## src/rtl/pid_reloc_pkg.sv

```systemverilog
package pid_reloc_pkg;
    localparam int DEF_ADDR_W = 32;
    localparam int DEF_PID_W  = 7;

    typedef struct packed {
        logic                                seg;
        logic [DEF_ADDR_W-DEF_PID_W-1:0]     off;
    } unused_guard_t;

    // Relocate one address of default width.
    function automatic logic [DEF_ADDR_W-1:0] relocate_default(
        input logic [DEF_ADDR_W-1:0] addr,
        input logic [DEF_PID_W-1:0]  pid
    );
        logic [DEF_ADDR_W-1:0] r;
        r = addr;
        if (addr[DEF_ADDR_W-1 -: DEF_PID_W] == '0)
            r[DEF_ADDR_W-1 -: DEF_PID_W] = pid;
        return r;
    endfunction
endpackage

```

## src/rtl/pid_reloc_regfile.sv

```systemverilog
module pid_reloc_regfile #(
    parameter int ADDR_W = pid_reloc_pkg::DEF_ADDR_W,
    parameter int PID_W  = pid_reloc_pkg::DEF_PID_W
) (
    input  logic              clk,
    input  logic              rst,
    input  logic              wr_en,
    input  logic [PID_W-1:0]  wr_data,
    output logic [PID_W-1:0]  pid,
    output logic [ADDR_W-1:0] image
);
    localparam int OFF_W = ADDR_W - PID_W;

    logic [PID_W-1:0] pid_q;

    always_ff @(posedge clk) begin
        if (rst)
            pid_q <= '0;
        else if (wr_en)
            pid_q <= wr_data;
    end

    assign pid   = pid_q;
    assign image = {pid_q, {OFF_W{1'b0}}};
endmodule

```

## src/rtl/pid_reloc_map.sv

```systemverilog
module pid_reloc_map #(
    parameter int ADDR_W = pid_reloc_pkg::DEF_ADDR_W,
    parameter int PID_W  = pid_reloc_pkg::DEF_PID_W
) (
    input  logic [ADDR_W-1:0] vaddr,
    input  logic [PID_W-1:0]  pid,
    output logic [ADDR_W-1:0] raddr
);
    localparam int OFF_W = ADDR_W - PID_W;

    logic [PID_W-1:0] seg;
    logic [OFF_W-1:0] off;
    logic             in_window;

    assign seg       = vaddr[ADDR_W-1 -: PID_W];
    assign off       = vaddr[OFF_W-1:0];
    assign in_window = (seg == '0);

    always_comb begin
        raddr = {(in_window ? pid : seg), off};
    end
endmodule

```

## src/rtl/pid_reloc_pipe.sv

```systemverilog
module pid_reloc_pipe #(
    parameter int DATA_W = pid_reloc_pkg::DEF_ADDR_W
) (
    input  logic              clk,
    input  logic              rst,
    input  logic              s_valid,
    output logic              s_ready,
    input  logic [DATA_W-1:0] s_data,
    output logic              m_valid,
    input  logic              m_ready,
    output logic [DATA_W-1:0] m_data
);
    logic              vld_q;
    logic [DATA_W-1:0] dat_q;

    assign s_ready = !vld_q || m_ready;

    always_ff @(posedge clk) begin
        if (rst)
            vld_q <= 1'b0;
        else if (s_ready)
            vld_q <= s_valid;
    end

    always_ff @(posedge clk) begin
        if (s_valid && s_ready)
            dat_q <= s_data;
    end

    assign m_valid = vld_q;
    assign m_data  = dat_q;
endmodule

```

## src/rtl/pid_reloc_stage.sv

```systemverilog
module pid_reloc_stage #(
    parameter int ADDR_W = pid_reloc_pkg::DEF_ADDR_W,
    parameter int PID_W  = pid_reloc_pkg::DEF_PID_W
) (
    input  logic              clk,
    input  logic              rst,
    input  logic              in_valid,
    output logic              in_ready,
    input  logic [ADDR_W-1:0] in_addr,
    output logic              out_valid,
    input  logic              out_ready,
    output logic [ADDR_W-1:0] out_addr,
    input  logic              pid_wr_en,
    input  logic [PID_W-1:0]  pid_wr_data,
    output logic [ADDR_W-1:0] pid_rd_data
);
    logic [PID_W-1:0]  pid_cur;
    logic [ADDR_W-1:0] mapped;

    pid_reloc_regfile #(.ADDR_W(ADDR_W), .PID_W(PID_W)) regs_i (
        .clk(clk), .rst(rst), .wr_en(pid_wr_en), .wr_data(pid_wr_data),
        .pid(pid_cur), .image(pid_rd_data)
    );

    pid_reloc_map #(.ADDR_W(ADDR_W), .PID_W(PID_W)) map_i (
        .vaddr(in_addr), .pid(pid_cur), .raddr(mapped)
    );

    pid_reloc_pipe #(.DATA_W(ADDR_W)) pipe_i (
        .clk(clk), .rst(rst),
        .s_valid(in_valid), .s_ready(in_ready), .s_data(mapped),
        .m_valid(out_valid), .m_ready(out_ready), .m_data(out_addr)
    );
endmodule

```

## config.mk

```make
export PLATFORM = sky130hd
export DESIGN_NAME = pid_reloc_stage
export DESIGN_NICKNAME = d
export VERILOG_FILES = /design/src/rtl/pid_reloc_pkg.sv /design/src/rtl/pid_reloc_regfile.sv /design/src/rtl/pid_reloc_map.sv /design/src/rtl/pid_reloc_pipe.sv /design/src/rtl/pid_reloc_stage.sv
export SDC_FILE = /design/constraint.sdc
export NUM_CORES = 1
export LEC_CHECK = 0
export BUFFER_PORTS_ARGS = -buffer_cell sky130_fd_sc_hd__buf_2
export CORE_ASPECT_RATIO = 1.1
export CORE_UTILIZATION = 38
export CTS_BUF_LIST = sky130_fd_sc_hd__clkbuf_2 sky130_fd_sc_hd__clkbuf_4 sky130_fd_sc_hd__clkbuf_8
export CTS_CLUSTER_DIAMETER = 120
export DETAILED_ROUTE_END_ITERATION = 8
export PLACE_DENSITY = 0.78
export SKIP_LAST_GASP = 1
export SYNTH_ARGS = -nofsm -noshare
export SYNTH_HDL_FRONTEND = slang
export SYNTH_SLANG_ARGS = --single-unit
```

## constraint.sdc

```tcl
create_clock -name clk -period 1.6 [get_ports clk]
set_input_delay 0.32 -clock clk [delete_from_list [all_inputs] [get_ports clk]]
set_output_delay 0.32 -clock clk [all_outputs]
set_load 0.02 [all_outputs]
```

-- Yosys cells after proc, flatten, opt, wreduce, memory -nomap -nowiden
Index checks and enable logic that the tools add are counted.
W data, S select, Z words.
- output and inout bits: 66
- logic and storage cells: 8
- bits in registers: 40
- input bits: 44
- mux-type cells: 1
- reduce and logical (&&, ||, !) cells: 4
- operator list (operator ; number):
    $logic_not A7 Y1 ; 1
    $mux W7 ; 1
    $logic_and A1 B1 Y1 ; 1
    $logic_not A1 Y1 ; 1
    $logic_or A1 B1 Y1 ; 1

-- Depth between registers and ports, before layout
- word-level depth: 3
- depth in mapped cells: 3
- mapped depth without buffers: 2

-- Hierarchy
A second synthesis with hierarchy kept.
- cell total of the unflattened synthesis: 135
- area, all modules: 1819.2 µm²
- modules (own cells, without submodules) (module ; times used ; cells an instance ; area an instance (µm²) ; seq. area each (µm²)):
    pid_reloc_pipe ; 1 ; 37 ; 1016.0 ; 980.9
    pid_reloc_regfile ; 1 ; 55 ; 491.7 ; 140.1
    pid_reloc_map ; 1 ; 43 ; 311.5 ; 0.0

-- Worst setup path after synthesis
OpenSTA, ideal clock, no wires.
- path kind: register to register
- start point: reg pipe_i.vld_q (netlist: pipe_i.m_valid)
- end point: reg pipe_i.dat_q[0] (netlist: pipe_i.m_data[0]) (enable)
- path slack: -240 ps
- setup time: 392 ps
- required time: 1208 ps
- arrival time: 1448 ps
- clock period less this slack: 1840 ps
- path buffers: 0
- stages on the path, launching flop included: 3
- cell sequence: dfxtp_1 nand2b_1 and2_1
- word-level cells in the longest chain between the ends: 3
- RTL lines (element ; RTL line ; text):
    start: declaration ; pid_reloc_pipe.sv:13 ; logic vld_q;
    start signal: assignment ; pid_reloc_pipe.sv:22 ; vld_q <= s_valid;
    $logic_not A1 Y1 ; pid_reloc_pipe.sv:16 ; assign s_ready = !vld_q || m_ready;
    $logic_or A1 B1 Y1 ; pid_reloc_pipe.sv:16 ;
    net in_ready ; pid_reloc_stage.sv:8 ; output logic in_ready,
    $logic_and A1 B1 Y1 ; pid_reloc_pipe.sv:26 ; if (s_valid && s_ready)
    end signal: assignment ; pid_reloc_pipe.sv:27 ; dat_q <= s_data;
    end: declaration ; pid_reloc_pipe.sv:14 ; logic [DATA_W-1:0] dat_q;
The timed path passes the listed nets, and every way through them passes these cells.
A chain may end at the register's enable or synchronous reset.

-- Worst setup path in the final report
- start point: reg pipe_i.vld_q (netlist: pipe_i.m_valid)
- end point: reg pipe_i.dat_q[22] (netlist: pipe_i.m_data[22]) (enable)
- word-level cells in the longest chain between the ends: 3
- RTL lines (element ; RTL line):
    $logic_not A1 Y1 ; pid_reloc_pipe.sv:16
    $logic_or A1 B1 Y1 ; pid_reloc_pipe.sv:16
    $logic_and A1 B1 Y1 ; pid_reloc_pipe.sv:26
Every way passes these cells.

==> impl_results.md <==
* F_max at between 700 and 800 MHz
* Crit start category: flop
* Clock Sinks at 40
* Required @ worst endpoint at roughly 1.5 ns
* GRT met1 Usage at between 10% and 20%
* RePlAce Congestion at about 0.7
* Layout cell share with drive strength beyond 1 at approximately half
* Clk pin slew, worst setup/hold paths at about 0.070 ns
* DR pass1 iterations at 4
* Clock Skew at between 0.004 and 0.005 ns
* DP HPWL at between 2000 and 2500 µm
* GRT Residual Overflow at 0
* Post-route ant nets at 0
* Reg power frac at around 53%
* Period utilization at between 80 and 90%
* Row count at 24
* Worst vdd ir at approximately 390 µV
* Vias/cell at 4.180
* Power Internal at 1.770 mW
* Slew of the pin with the lowest slew margin at around 0.68 ns
* Met3 Resource Use GR at under 10%
* Core area at about 0.0040 mm²
* Hold path startpoint: in_addr[12]
* First-pass GRT wire length at 4209 µm
* Post-CTS Resized at 0
* Remaining DRCs at 0
* CTS Buf Count at 5
* WHS Path Cells at 1
* Nets at 236
* Vias in the first global route at about 930
* Type of element capturing the critical path: flop
* Ant. Diodes at 0
* CTS root buf: clkbuf_8
* Cells after synthesis at between 100 and 150
* Status: completed
* Initial core utilization at 39.43%
* Crit path cell chain: nand2b_1 -> and2_2
* Register area share after synthesis at a little under three quarters
* Hold Slack at 0.2074 ns
* Worst hold-check path type: input pin to flop
* Total track usage at 13.35%
* Yosys cell types at 17
* Ys Warns at 0
* Crit Reg-Reg Endpoint: pipe_i.m_data[22]$_DFFE_PP_
* Fin. max-slew vios at 0
* # fillers at roughly 350
* Clk buf depth at 2
* Normalized max-slew margin at between 50 and 60%
* PnR Total Power at about 2.3 mW
* Final hold vios at 0
* Power share of the clock group at roughly a third
* Total of max-cap violations at 0
* Initial drt markers at 74
* Avg Cell Area, Syn at between 15 and 20 µm²
* Setup TNS Final at 0 ns
* Flop and latch count out of synthesis at 40
* Critical path's slowest cell: and2_2
* CP Max Fanout at 32
* Setup Buffers After CTS at 0
* Top cell family by delay on the critical path: simple AND/OR/NAND/NOR gates
* Combinational power share at between 10% and 20%
* Setup CP Type: flop to flop
* Critical path arrival at 1.31 ns
* DR vias at 1024
* Initial antenna violation count at 0
* CTS tree: done
* Die H at a little under 70 µm
* Die span in x at ~63 µm
* Detailed-route wire length per cell at 11.28 µm
* Die ar. at ~0.0044 mm²
* P_sw at 0.5413 mW
* CP peak stage delay at 0.60 ns
* Switch share at a little under a quarter
* Critical R2R Launch: pipe_i.m_valid$_SDFFE_PP0P_
* Top-Level Pins at between 100 and 150
* Setup violators final at 0
* Largest net degree at the start of global routing at 33
* RSZ-0062 raised after global routing: false
* DRT Wirelength at 2763 µm
* Input/output buffers at 84
* Min Tclk post-route at between 1 and 1.5 ns
* Area grow syn2layout at 31.47%
* Worst skew pair latency at 0.28 ns
* Hold Path Sink: pipe_i.m_data[12]$_DFFE_PP_
* R2R Setup Slk at ~0.21 ns
* Worst r2r path cells at 2
* Total power per unit cell area at ~1100 mW/mm²
* CP bufs+invs at 0
* CTS HTree Levels at 2
* P_leak at slightly below 1 nW
* GR Layer Usage met2 at just over 20%
* Gr busiest metal: met2
* Hold buffers post-CTS at 0
* Post-Syn Area at around 0.0016 mm²
==> kinds of logic after synthesis <==
logic type,share of synthesized area (%)
AOI/OAI and AO/OA,4.644
buffers and inverters,13.77
DFF,71.74
muxes,4.484
other,0.2400
and+or+nand+nor,5.124
==> worst max-delay path by stage <==
stage,startpoint,endpoint,depth (start not counted)
after floorplan,pipe_i.m_valid$_SDFFE_PP0P_,pipe_i.m_data[0]$_DFFE_PP_,2
after global placement,out_ready,pipe_i.m_data[13]$_DFFE_PP_,3
after detailed placement,out_ready,pipe_i.m_data[13]$_DFFE_PP_,3
after CTS,pipe_i.m_valid$_SDFFE_PP0P_,pipe_i.m_data[20]$_DFFE_PP_,2
after global routing,pipe_i.m_valid$_SDFFE_PP0P_,pipe_i.m_data[20]$_DFFE_PP_,2
final,pipe_i.m_valid$_SDFFE_PP0P_,pipe_i.m_data[22]$_DFFE_PP_,2
==> per-layer routing <==
metal  wire length [µm]  vias up
li1                   -      492
met2               1302       80
met5                  0        -
met3                318        6
met4                 91        0
met1               1049      446
==> cell usage after synthesis, drive strengths merged <==
cell type	count	area (µm²)
a31o	3	26.28
a41o	4	41.29
mux2i	7	70.07
edfxtp	32	960.9
conb	1	3.750
dfxtp	8	160.2
inv	5	18.77
a21oi	1	5.000
and2	1	6.260
nor2	12	45.04
nor3	1	10.01
nor4	1	12.51
clkbuf	1	3.750
buf	26	192.7
nand2b	1	6.260
==> state kept, by name (all words and copies together), names as in the netlist <==
signal	cells
regs_i.pid	7
pipe_i.m_valid	1
pipe_i.m_data	32
==> final cells by class <==
type	instances	area, µm²	area share [%]
clock buffers	6	76.32	3.715
clock inverters	2	35.03	1.705
inverters	5	18.77	0.9135
multi-input cells	56	317.8	15.47
flip-flops and latches	40	1121	54.57
well taps	52	65.06	3.167
repair buffers	84	420.4	20.46
==> power by group through the flow <==
| stage | Clock (mW) | Combinational [mW] | Sequential [mW] |
|---|---|---|---|
| after floorplan | 0 | 0.154 | 1.31 |
| after global placement | 0 | 0.302 | 1.23 |
| after detailed placement | 0 | 0.307 | 1.24 |
| after CTS | 0.816 | 0.308 | 1.21 |
| after global routing | 0.864 | 0.329 | 1.22 |
| final | 0.793 | 0.306 | 1.21 |
==> metrics by stage <==
step | area, µm² | util (%) | cells | worst slack, ns
4_1_cts | 2054 | 51.83 | 245 | 0.1977
5_1_grt | 2054 | 51.83 | 245 | 0.08687
3_3_place_gp | 1943 | 49.02 | 237 | 0.1104
6_report | 2054 | 51.83 | 245 | 0.2099
2_1_floorplan | 1654 | - | 128 | 0.08680
3_5_place_dp | 1943 | 49.02 | 237 | 0.08375
==> cells in the final DEF (no fill, tap or decap), drive strengths merged, types with 3 or more instances in the layout <==
cell type,synthesis,layout
inv,5,5
dfxtp,8,8
buf,26,84
mux2i,7,7
conb,1,25
clkbuf,1,6
edfxtp,32,32
a41o,4,4
a31o,3,3
nor2,12,12
No activity file was read; power rests on OpenSTA's default activity.
